[config.mk]
export PLATFORM = sky130hd
export DESIGN_NAME = ho_vcat_oh_decoder
export DESIGN_NICKNAME = d
export VERILOG_FILES = /design/src/rtl/ho_vcat_pkg.sv /design/src/rtl/ho_vcat_fi_tracker.sv /design/src/rtl/ho_vcat_nib_asm.sv /design/src/rtl/ho_vcat_mfi_track.sv /design/src/rtl/ho_vcat_seq_filter.sv /design/src/rtl/ho_vcat_oh_decoder.sv
export SDC_FILE = /design/constraint.sdc
export NUM_CORES = 1
export LEC_CHECK = 0
export ABC_AREA = 1
export BUFFER_PORTS_ARGS = -buffer_cell sky130_fd_sc_hd__buf_4
export CORE_ASPECT_RATIO = 0.6
export CORE_MARGIN = 2
export CORE_UTILIZATION = 45
export DETAILED_ROUTE_END_ITERATION = 10
export PLACE_DENSITY_LB_ADDON = 0.2
export SLEW_MARGIN = 20
export SYNTH_ARGS = -nofsm -noshare
export SYNTH_HDL_FRONTEND = slang
export SYNTH_SLANG_ARGS = --single-unit
[constraint.sdc]
create_clock -name clk -period 3.4 [get_ports clk]
set_clock_uncertainty 0.2 [all_clocks]
set_input_delay 0.68 -clock clk [delete_from_list [all_inputs] [get_ports clk]]
set_output_delay 0.68 -clock clk [all_outputs]
set_load 0.01 [all_outputs]
[src/rtl/ho_vcat_pkg.sv]
package ho_vcat_pkg;
  localparam int FI_W    = 4;
  localparam int NIB_W   = 4;
  localparam int FIELD_W = 2 * NIB_W;
  localparam int POS_W   = FIELD_W + FI_W;
  localparam int BYTE_W  = NIB_W + FI_W;

  typedef logic [FI_W-1:0]    fi_t;
  typedef logic [NIB_W-1:0]   nib_t;
  typedef logic [FIELD_W-1:0] field_t;
  typedef logic [POS_W-1:0]   pos_t;
endpackage

[src/rtl/ho_vcat_fi_tracker.sv]
module ho_vcat_fi_tracker
  import ho_vcat_pkg::*;
#(
  parameter int LOCK_FRAMES = 3,
  parameter int LOSS_FRAMES = 3
) (
  input  logic clk,
  input  logic rst_n,
  input  logic in_valid,
  input  fi_t  fi,
  output logic step_ok,
  output logic loss_evt,
  output logic locked,
  output logic lost
);
  localparam int MAXC = (LOCK_FRAMES > LOSS_FRAMES) ? LOCK_FRAMES : LOSS_FRAMES;
  localparam int CW   = $clog2(MAXC + 1);

  fi_t           prev_fi;
  logic          have_prev;
  logic [CW-1:0] good_cnt;
  logic [CW-1:0] bad_cnt;
  logic          step_bad;
  logic          lock_evt;

  assign step_ok  = in_valid && have_prev && (fi == prev_fi + fi_t'(1));
  assign step_bad = in_valid && have_prev && (fi != prev_fi + fi_t'(1));
  assign lock_evt = step_ok  && (good_cnt >= CW'(LOCK_FRAMES - 1));
  assign loss_evt = step_bad && (bad_cnt  >= CW'(LOSS_FRAMES - 1));

  always_ff @(posedge clk or negedge rst_n) begin
    if (!rst_n) begin
      prev_fi   <= '0;
      have_prev <= 1'b0;
      good_cnt  <= '0;
      bad_cnt   <= '0;
      locked    <= 1'b0;
      lost      <= 1'b0;
    end else if (in_valid) begin
      prev_fi   <= fi;
      have_prev <= 1'b1;
      if (step_ok) begin
        bad_cnt <= '0;
        if (good_cnt < CW'(LOCK_FRAMES)) good_cnt <= good_cnt + 1'b1;
        if (lock_evt) begin
          locked <= 1'b1;
          lost   <= 1'b0;
        end
      end else if (step_bad) begin
        good_cnt <= '0;
        if (bad_cnt < CW'(LOSS_FRAMES)) bad_cnt <= bad_cnt + 1'b1;
        if (loss_evt) begin
          locked <= 1'b0;
          lost   <= 1'b1;
        end
      end
    end
  end


  lock_loss_excl_chk: assert property (@(posedge clk) disable iff (!rst_n)
    !(locked && lost));


  lock_rise_chk: assert property (@(posedge clk) disable iff (!rst_n)
    $rose(locked) |-> $past(step_ok));


  fi_idle_hold_chk: assert property (@(posedge clk) disable iff (!rst_n)
    !in_valid |=> ($stable(locked) && $stable(lost)));
endmodule

[src/rtl/ho_vcat_nib_asm.sv]
module ho_vcat_nib_asm
  import ho_vcat_pkg::*;
#(
  parameter int HI_POS = 0,
  parameter int LO_POS = 1
) (
  input  logic   clk,
  input  logic   rst_n,
  input  logic   in_valid,
  input  logic   step_ok,
  input  fi_t    fi,
  input  nib_t   nib,
  output logic   done,
  output field_t value
);
  nib_t hi_q;

  always_ff @(posedge clk or negedge rst_n) begin
    if (!rst_n)                                hi_q <= '0;
    else if (in_valid && fi == fi_t'(HI_POS))  hi_q <= nib;
  end

  assign done  = step_ok && (fi == fi_t'(LO_POS));
  assign value = {hi_q, nib};


  asm_single_chk: assert property (@(posedge clk) disable iff (!rst_n)
    done |=> !done);


  asm_needs_byte_chk: assert property (@(posedge clk) disable iff (!rst_n)
    done |-> in_valid);
endmodule

[src/rtl/ho_vcat_mfi_track.sv]
module ho_vcat_mfi_track
  import ho_vcat_pkg::*;
(
  input  logic   clk,
  input  logic   rst_n,
  input  logic   in_valid,
  input  logic   step_ok,
  input  fi_t    fi,
  input  logic   asm_done,
  input  field_t asm_value,
  input  logic   clear_hist,
  output pos_t   mfi,
  output logic   mfi_err
);
  field_t mf_cnt;
  fi_t    fi_q;
  field_t last_rx;
  logic   have_rx;

  always_ff @(posedge clk or negedge rst_n) begin
    if (!rst_n) begin
      mf_cnt  <= '0;
      fi_q    <= '0;
      last_rx <= '0;
      have_rx <= 1'b0;
      mfi_err <= 1'b0;
    end else begin
      if (in_valid) fi_q <= fi;
      if (asm_done) begin
        mf_cnt  <= asm_value;
        last_rx <= asm_value;
        have_rx <= 1'b1;
        mfi_err <= have_rx && (asm_value != last_rx + field_t'(1));
      end else if (step_ok && fi == '0) begin
        mf_cnt <= mf_cnt + field_t'(1);
      end
      if (clear_hist) have_rx <= 1'b0;
    end
  end

  assign mfi = {mf_cnt, fi_q};


  err_rise_chk: assert property (@(posedge clk) disable iff (!rst_n)
    $rose(mfi_err) |-> $past(asm_done));


  mfi_idle_hold_chk: assert property (@(posedge clk) disable iff (!rst_n)
    !in_valid |=> ($stable(mfi) && $stable(mfi_err)));
endmodule

[src/rtl/ho_vcat_seq_filter.sv]
module ho_vcat_seq_filter
  import ho_vcat_pkg::*;
(
  input  logic   clk,
  input  logic   rst_n,
  input  logic   cand_done,
  input  field_t cand,
  output field_t seq_num,
  output logic   seq_valid
);
  field_t last_cand;
  logic   have_last;

  always_ff @(posedge clk or negedge rst_n) begin
    if (!rst_n) begin
      last_cand <= '0;
      have_last <= 1'b0;
      seq_num   <= '0;
      seq_valid <= 1'b0;
    end else if (cand_done) begin
      last_cand <= cand;
      have_last <= 1'b1;
      if (have_last && cand == last_cand) begin
        seq_num   <= cand;
        seq_valid <= 1'b1;
      end
    end
  end


  seq_sticky_chk: assert property (@(posedge clk) disable iff (!rst_n)
    seq_valid |=> seq_valid);


  seq_change_chk: assert property (@(posedge clk) disable iff (!rst_n)
    !$stable(seq_num) |-> $past(cand_done));
endmodule

[src/rtl/ho_vcat_oh_decoder.sv]
module ho_vcat_oh_decoder
  import ho_vcat_pkg::*;
#(
  parameter int LOCK_FRAMES = 3,
  parameter int LOSS_FRAMES = 3,
  parameter int MF_HI_POS   = 0,
  parameter int SQ_HI_POS   = 14
) (
  input  logic              clk,
  input  logic              rst_n,
  input  logic              ovh_valid,
  output logic              ovh_ready,
  input  logic [BYTE_W-1:0] ovh_byte,
  output logic [POS_W-1:0]  mfi,
  output logic              mfi_err,
  output logic [FIELD_W-1:0] seq_num,
  output logic              seq_valid,
  output logic              mf_lock,
  output logic              mf_loss
);
  localparam int MF_LO_POS = MF_HI_POS + 1;
  localparam int SQ_LO_POS = SQ_HI_POS + 1;

  fi_t    fi;
  nib_t   nib;
  logic   step_ok;
  logic   loss_evt;
  logic   mf_done;
  field_t mf_value;
  logic   sq_done;
  field_t sq_value;

  assign ovh_ready = 1'b1;
  assign fi        = ovh_byte[FI_W-1:0];
  assign nib       = ovh_byte[BYTE_W-1:FI_W];

  ho_vcat_fi_tracker #(
    .LOCK_FRAMES (LOCK_FRAMES),
    .LOSS_FRAMES (LOSS_FRAMES)
  ) u_track (
    .clk      (clk),
    .rst_n    (rst_n),
    .in_valid (ovh_valid),
    .fi       (fi),
    .step_ok  (step_ok),
    .loss_evt (loss_evt),
    .locked   (mf_lock),
    .lost     (mf_loss)
  );

  ho_vcat_nib_asm #(.HI_POS(MF_HI_POS), .LO_POS(MF_LO_POS)) u_mf_asm (
    .clk      (clk),
    .rst_n    (rst_n),
    .in_valid (ovh_valid),
    .step_ok  (step_ok),
    .fi       (fi),
    .nib      (nib),
    .done     (mf_done),
    .value    (mf_value)
  );

  ho_vcat_nib_asm #(.HI_POS(SQ_HI_POS), .LO_POS(SQ_LO_POS)) u_sq_asm (
    .clk      (clk),
    .rst_n    (rst_n),
    .in_valid (ovh_valid),
    .step_ok  (step_ok),
    .fi       (fi),
    .nib      (nib),
    .done     (sq_done),
    .value    (sq_value)
  );

  ho_vcat_mfi_track u_mfi (
    .clk        (clk),
    .rst_n      (rst_n),
    .in_valid   (ovh_valid),
    .step_ok    (step_ok),
    .fi         (fi),
    .asm_done   (mf_done),
    .asm_value  (mf_value),
    .clear_hist (loss_evt),
    .mfi        (mfi),
    .mfi_err    (mfi_err)
  );

  ho_vcat_seq_filter u_seq (
    .clk       (clk),
    .rst_n     (rst_n),
    .cand_done (sq_done),
    .cand      (sq_value),
    .seq_num   (seq_num),
    .seq_valid (seq_valid)
  );


  rebuild_excl_chk: assert property (@(posedge clk) disable iff (!rst_n)
    !(mf_done && sq_done));
endmodule

; ---- Yosys cells after proc, flatten, opt, wreduce, memory -nomap -nowiden
; Cells that the tools add are included.
[word_totals]
regBits = 55
latchBits = 0
ram_bits = 0
mem_bits_ro = 0
input_bits = 11
output_inout_bits = 25
word_cells = 74
n_memories = 0
[op_classes]
n_addsub = 5
multipliers = 0
div = 0
magnitude_cmp = 4
n_eq_ne = 9
shifts = 0
mux = 18
bitwise_logic = 0
n_reduce_logical = 22
[ops]
columns = operator, n
row1 = $add A8 B1 Y8 const B, 2
row2 = $mux W8, 2
row3 = $logic_and A1 B1 Y1, 12
row4 = $mux W2, 6
row5 = $mux W1, 10
row6 = $reduce_bool A2 Y1, 5
row7 = $eq A4 B4 Y1 const B, 2
row8 = $eq A8 B8 Y1, 1
row9 = $ne A8 B8 Y1, 1
row10 = $reduce_and A3 Y1, 2
row11 = $add A2 B1 Y2 const B, 2
row12 = $add A4 B1 Y4 const B, 1
row13 = $eq A4 B1 Y1 const B, 1
row14 = $eq A4 B4 Y1, 1
row15 = $ge A2 B2 Y1 const B, 2
row16 = $logic_not A4 Y1, 1
row17 = $lt A2 B2 Y1 const B, 2
row18 = $ne A2 B2 Y1 const B, 2
row19 = $ne A4 B4 Y1, 1
row20 = $reduce_and A4 Y1, 1
row21 = $reduce_and A2 Y1, 1

; ---- Logic depth before layout (Yosys ltp)
[depth]
depth_word = 7
ltp_mapped = 13
mapped_depth_nobuf = 12

; ---- Cells and area by module
; A second synthesis with hierarchy kept.
[hier_totals]
hier_cells = 445
hier_area_um2 = 3407.0
[by_module_without_submodules]
columns = module, instances, cells_each, area_per_inst_um2, seq_area_each_um2
row1 = ho_vcat_mfi_track, 1, 181, 1310.0, 550.5
row2 = ho_vcat_seq_filter, 1, 112, 903.4, 450.4
row3 = ho_vcat_fi_tracker, 1, 92, 695.7, 275.3
row4 = ho_vcat_nib_asm (u_sq_asm), 1, 33, 262.8, 100.1
row5 = ho_vcat_nib_asm (u_mf_asm), 1, 25, 224.0, 100.1
row6 = ho_vcat_oh_decoder, 1, 2, 11.3, 0.0

; ---- Worst setup path before layout
; OpenSTA, ideal clock, no wires.
[synth_path]
path_kind = reg-to-reg
start = register u_track.prev_fi[0]
end = register u_mfi.mf_cnt[4]
setup_time_ns = 0.116
arrival_time_ns = 1.669
t_required_ns = 3.084
path_slack_ns = 1.414
path_stages_with_launch = 13
n_path_buf = 1
period_less_slack_ns = 1.986
path_cell_list = dfrtp_1 > ha_1 > nand2_1 > nand2_1 > nor2_1 > nand3_1 > nor2_4 > buf_6 > nand2_4 > nor2_8 > inv_4 > nand2_1 > nand2_1
[synth_between]
elab_chain_len = 5
elab_cells_between_ends = 7
classes_between = add/sub (1) / eq/ne (1) / mux (1) / reduce/logical (4)
[synth_rtl]
columns = item, line_no
row1 = from (decl), ho_vcat_fi_tracker.sv:19  ; fi_t prev_fi;
row2 = from (signal assigned), ho_vcat_fi_tracker.sv:40  ; prev_fi <= fi;
row3 = $add A4 B1 Y4 (*), ho_vcat_fi_tracker.sv:26  ; assign step_ok = in_valid && have_prev && (fi == prev_fi + fi_t'(1));
row4 = $eq A4 B4 Y1 (*), ho_vcat_fi_tracker.sv:26
row5 = $logic_and A1 B1 Y1 (*), ho_vcat_fi_tracker.sv:26
row6 = "$logic_and A1 B1 Y1, on equally long branches", "ho_vcat_nib_asm.sv:23, ho_vcat_mfi_track.sv:34"
row7 = $mux W8 / $reduce_bool A2 Y1 (equally long branches), n/a
row8 = to (signal assigned), ho_vcat_mfi_track.sv:30  ; mf_cnt <= asm_value;
row9 = to (signal assigned), ho_vcat_mfi_track.sv:35  ; mf_cnt <= mf_cnt + field_t'(1);
row10 = to (decl), ho_vcat_mfi_track.sv:15  ; field_t mf_cnt;
; Mark *: on every way between the ends. The rest lies on a longest branch, timed or not.
; A chain may end at the register's enable or synchronous reset.

; ---- Final worst setup path
[layout_path]
start = register u_track.prev_fi[0]
end = register u_seq.seq_num[3]
[layout_between]
elab_chain_len = 5
[layout_rtl]
columns = item, line_no
row1 = $add A4 B1 Y4, ho_vcat_fi_tracker.sv:26
row2 = $eq A4 B4 Y1, ho_vcat_fi_tracker.sv:26
row3 = $logic_and A1 B1 Y1, ho_vcat_fi_tracker.sv:26
row4 = $logic_and A1 B1 Y1, ho_vcat_nib_asm.sv:23  ; assign done = step_ok && (fi == fi_t'(LO_POS));
row5 = $reduce_and A2 Y1 (no line), n/a
row6 = to (signal assigned), ho_vcat_seq_filter.sv:24  ; seq_num <= cand;
row7 = to (decl), ho_vcat_seq_filter.sv:8  ; output field_t seq_num,
; Every way passes these cells.

==> impl_metrics.py <==
metrics = {
    "timing": {
        "achievable-frequency_ghz": 0.3930,
        "worst_slew_pin_slew_ns": 0.7262,
        "hold_ws_ns": 0.1954,
        "period_utilization_pct": 74.84,
        "timing.setup.tns_ns": 0,
        "rsz0062_at_grt": "false",
        "maxSlewHeadroom_pct": 51.58,
        "final_max_slew_viol_count": 0,
        "final.min_clock_period_ns": 2.545,
        "timing.final.hold_violations": 0,
        "setup_viol_count_final": 0,
    },
    "synth": {
        "synth-compound-area-share_pct": 5.553,
        "synth_nets": 398,
        "postSynthCellCount": 380,
        "synthArstFlopShare_pct": 100.0,
        "synthesis.area_per_instance_um2": 7.767,
        "synth-main-ff-cell": "sky130_fd_sc_hd__dfrtp_1",
        "postSynthRegisterBits": 55,
        "yosys.cell_count.top_type": "sky130_fd_sc_hd__nand2_1",
        "post_synth_num_cell_types": 31,
        "dominant_cells_by_area_after_synthesis": "sky130_fd_sc_hd__dfrtp_1 (47%), sky130_fd_sc_hd__nand2_1 (20%), sky130_fd_sc_hd__inv_1 (5.0%), sky130_fd_sc_hd__o21ai_0 (3.6%), sky130_fd_sc_hd__xor2_1 (3.3%)",
        "combinational_family_with_the_most_area_after_synthesis": "simple AND/OR/NAND/NOR gates",
        "synth-seq-area-share_pct": 46.63,
        "netlist_top_cells_count": "sky130_fd_sc_hd__nand2_1 (157), sky130_fd_sc_hd__dfrtp_1 (55), sky130_fd_sc_hd__inv_1 (39), sky130_fd_sc_hd__o21ai_0 (21), sky130_fd_sc_hd__nor2_1 (18)",
        "synth_xor_xnor_area_share_pct": 4.748,
        "synth-edff-count": 0,
        "synthSimpleGateAreaFrac_pct": 32.94,
        "post-synth-top-area-cell": "sky130_fd_sc_hd__dfrtp_1",
        "yosysTopAreaCellShare_pct": 46.63,
        "yosys-mux-area-fraction_pct": 0,
        "yosysWarnings": 0,
        "synthAdderAreaFrac_pct": 2.967,
        "mappedNetlistArea_um2": 2952,
    },
    "die": {
        "initial_utilization_pct": 47.45,
        "vert_die_dim_um": 66.74,
        "row_count": 22,
        "floorplan.die.width_um": 108.6,
        "core_area_um2": 6221,
        "die_area_um2": 7244,
        "io_pins": 36,
    },
    "worst_setup_path": {
        "path_delay_family": "simple AND/OR/NAND/NOR gates",
        "buffers_plus_inverters_on_the_worst_setup_path": 2,
        "path_common_cell": "sky130_fd_sc_hd__nand2_1",
        "worst_ep_required_time_ns": 3.43,
        "setup.worst_path.class": "reg -> reg",
        "r2r.worst_path.cells": 12,
        "critical_path_top_delay_cell": "sky130_fd_sc_hd__dfrtp_1",
        "crit_path_start_kind": "register",
        "element_type_at_the_critical_path_end": "register",
        "critical_path_arrival_ns": 2.58,
        "reg_to_reg_critical_path_endpoint": "u_seq.seq_num[3]",
        "crit-reg2reg-launch": "u_track.prev_fi[0]",
        "reg2reg_slack_ns": 0.86,
        "path_cells": "ha_1 > inv_1 > nand2_1 > nand2_1 > nor2_1 > nand3_1 > nor2_4 > nand3_2 > inv_2 > nand2_2 > nand2_1 > nand2_1",
        "slowest_delay_ns": 0.45,
        "worst-path-max-fanout": 13,
    },
    "finish": {
        "fillers": 615,
        "area.growth.synth_to_final_pct": 14.29,
        "seqCellArea_um2": 1376,
        "multi_input_area_um2": 1368,
        "number_of_nets_at_the_end_of_the_flow": 435,
        "n_antenna_cell": 0,
        "final_layout_size_suffix_gt1_share_pct": 15.79,
        "final_cells": 502,
        "post-route-cell-area_um2": 3373,
    },
    "grt": {
        "gr-total-overflow": 0,
        "grt_max_degree": 56,
        "global_route_wire_length_before_repair_um": 11170,
        "first_global_vias": 2320,
        "antenna_found_initial": 0,
        "globalRouteTotalUtil_pct": 20.26,
    },
    "clock_network": {
        "tritoncts.num_buffers": 5,
        "holdBufCountCts": 0,
        "clk_latency_ns": 0.32,
        "clock_path_buffers": 2,
        "cts_setup_buffers": 0,
        "tritoncts": "built",
        "clk_transition_reported_paths_ns": 0.11,
        "cts.repair.resized": 0,
        "cts_root_buf": "sky130_fd_sc_hd__clkbuf_8",
        "cts_max_level": 2,
        "clkSinkCount": 55,
    },
    "drt": {
        "vias": 2420,
        "detailedRoute.firstIterationViolations": 109,
        "wire_length_reported_by_the_detailed_router_um": 6454,
        "wl_per_cell_um": 12.86,
        "detailedRoute.firstPassIterationCount": 4,
        "detail_route.vias_per_cell": 4.821,
        "drt_drc_violations_left": 0,
        "postRouteAntennaNets": 0,
    },
    "power_and_ir_drop": {
        "power.leakage_nw": 1.901,
        "powerDensity_nw_per_um2": 429.6,
        "peakVddDrop_v": 0.0002012,
    },
    "placement": {
        "place_congestion": 0.8520,
        "placedInstanceArea_um2": 3279,
        "dpl.hpwl_um": 4753,
        "io_buffers": 34,
        "place.detailed.instances": 494,
    },
    "job": {
        "maxCapViolations": 0,
    },
    "run_status": {
        "outcome": "complete, no violations",
    },
    "hold_path": {
        "worst_hold_path_type": "in -> async",
    },
}
layout by cell type (no fill, tap or decap):
cell / instances
sky130_fd_sc_hd__nand2_1: 157
sky130_fd_sc_hd__dfrtp_1: 55
sky130_fd_sc_hd__inv_1: 39
sky130_fd_sc_hd__buf_4: 35
sky130_fd_sc_hd__o21ai_0: 21
sky130_fd_sc_hd__nor2_1: 18
sky130_fd_sc_hd__nand3_1: 15
sky130_fd_sc_hd__xor2_1: 11
sky130_fd_sc_hd__nand4_1: 10
sky130_fd_sc_hd__ha_1: 7
sky130_fd_sc_hd__or2_2: 5
sky130_fd_sc_hd__nand2_2: 5
sky130_fd_sc_hd__xnor2_1: 5
sky130_fd_sc_hd__clkbuf_8: 5
sky130_fd_sc_hd__inv_2: 4
sky130_fd_sc_hd__o21ai_1: 4
sky130_fd_sc_hd__nor2_4: 3
sky130_fd_sc_hd__nand3_2: 2
sky130_fd_sc_hd__nor3_1: 2
sky130_fd_sc_hd__a21oi_1: 2
sky130_fd_sc_hd__clkinv_4: 2
sky130_fd_sc_hd__o21a_1: 1
sky130_fd_sc_hd__nand4_2: 1
sky130_fd_sc_hd__nand2_4: 1
sky130_fd_sc_hd__nor2_8: 1
sky130_fd_sc_hd__inv_4: 1
sky130_fd_sc_hd__o22ai_1: 1
sky130_fd_sc_hd__o211ai_1: 1
sky130_fd_sc_hd__nand3b_1: 1
sky130_fd_sc_hd__o31ai_1: 1
sky130_fd_sc_hd__conb_1: 1
sky130_fd_sc_hd__clkinvlp_4: 1
flip-flops by register name (all words and copies together) (netlist names), 4 cells and up:
name,count
u_seq.seq_num,8
u_mfi.last_rx,8
u_seq.last_cand,8
u_sq_asm.hi_q,4
u_mfi.mf_cnt,8
u_track.prev_fi,4
u_mf_asm.hi_q,4
worst max path at each step:
| stage | from | to | slack, ns | cells past startpoint |
|---|---|---|---|---|
| floorplan | u_track.prev_fi[0] | u_mfi.mf_cnt[4] | 1.41 | 12 |
| global placement | ovh_byte[3] | u_seq.seq_num[3] | 0.90 | 13 |
| detailed placement | ovh_byte[1] | u_seq.seq_num[3] | 0.81 | 12 |
| CTS | u_track.prev_fi[0] | u_seq.seq_num[3] | 0.85 | 12 |
| global route | u_track.prev_fi[0] | u_seq.seq_num[5] | 0.58 | 12 |
| finish | u_track.prev_fi[0] | u_seq.seq_num[3] | 0.86 | 12 |
per-stage QoR:
step           total power, mW  utilization [%]  setup slack [ns]
2_1_floorplan           0.9762                -             1.414
3_5_place_dp             1.079            52.72            0.8119
5_1_grt                  1.533            54.22            0.5829
4_1_cts                  1.460            54.22            0.8482
6_report                 1.449            54.22            0.8553
3_3_place_gp             1.062            52.72            0.8950
power by group:
group / switching, mW / internal [mW]
registers: 0.0629 / 0.715
logic: 0.172 / 0.119
clock network: 0.233 / 0.148
total: 0.468 / 0.981
per-layer routing:
layer  part of all wire (%)  track usage [%]  up-vias
met5                      0                0        -
met4                   0.53            5.769        0
met3                    4.8            3.620        4
met2                     38            29.22       50
met1                     56            30.81     1114
li1                       -                -     1252
kinds of logic (layout without fill, tap and decap cells):
family | after synthesis | in the layout
AO/OA/AOI/OAI | 31 | 31
XOR/XNOR | 16 | 16
adder cells (fa/ha/maj) | 7 | 7
buffers and inverters | 49 | 87
flip-flops | 55 | 55
other | 1 | 1
AND/OR/NAND/NOR | 221 | 221
layout make-up:
class                           instances  area share [%]
Clock buffer                            5           2.040
Clock inverter                          3          0.7418
Inverter                               44           4.970
Multi-Input combinational cell        276           40.54
Sequential cell                        55           40.80
Tap cell                               84           3.116
Timing Repair Buffer                   35           7.789
Note: power is estimated with default switching activity, not from simulation.
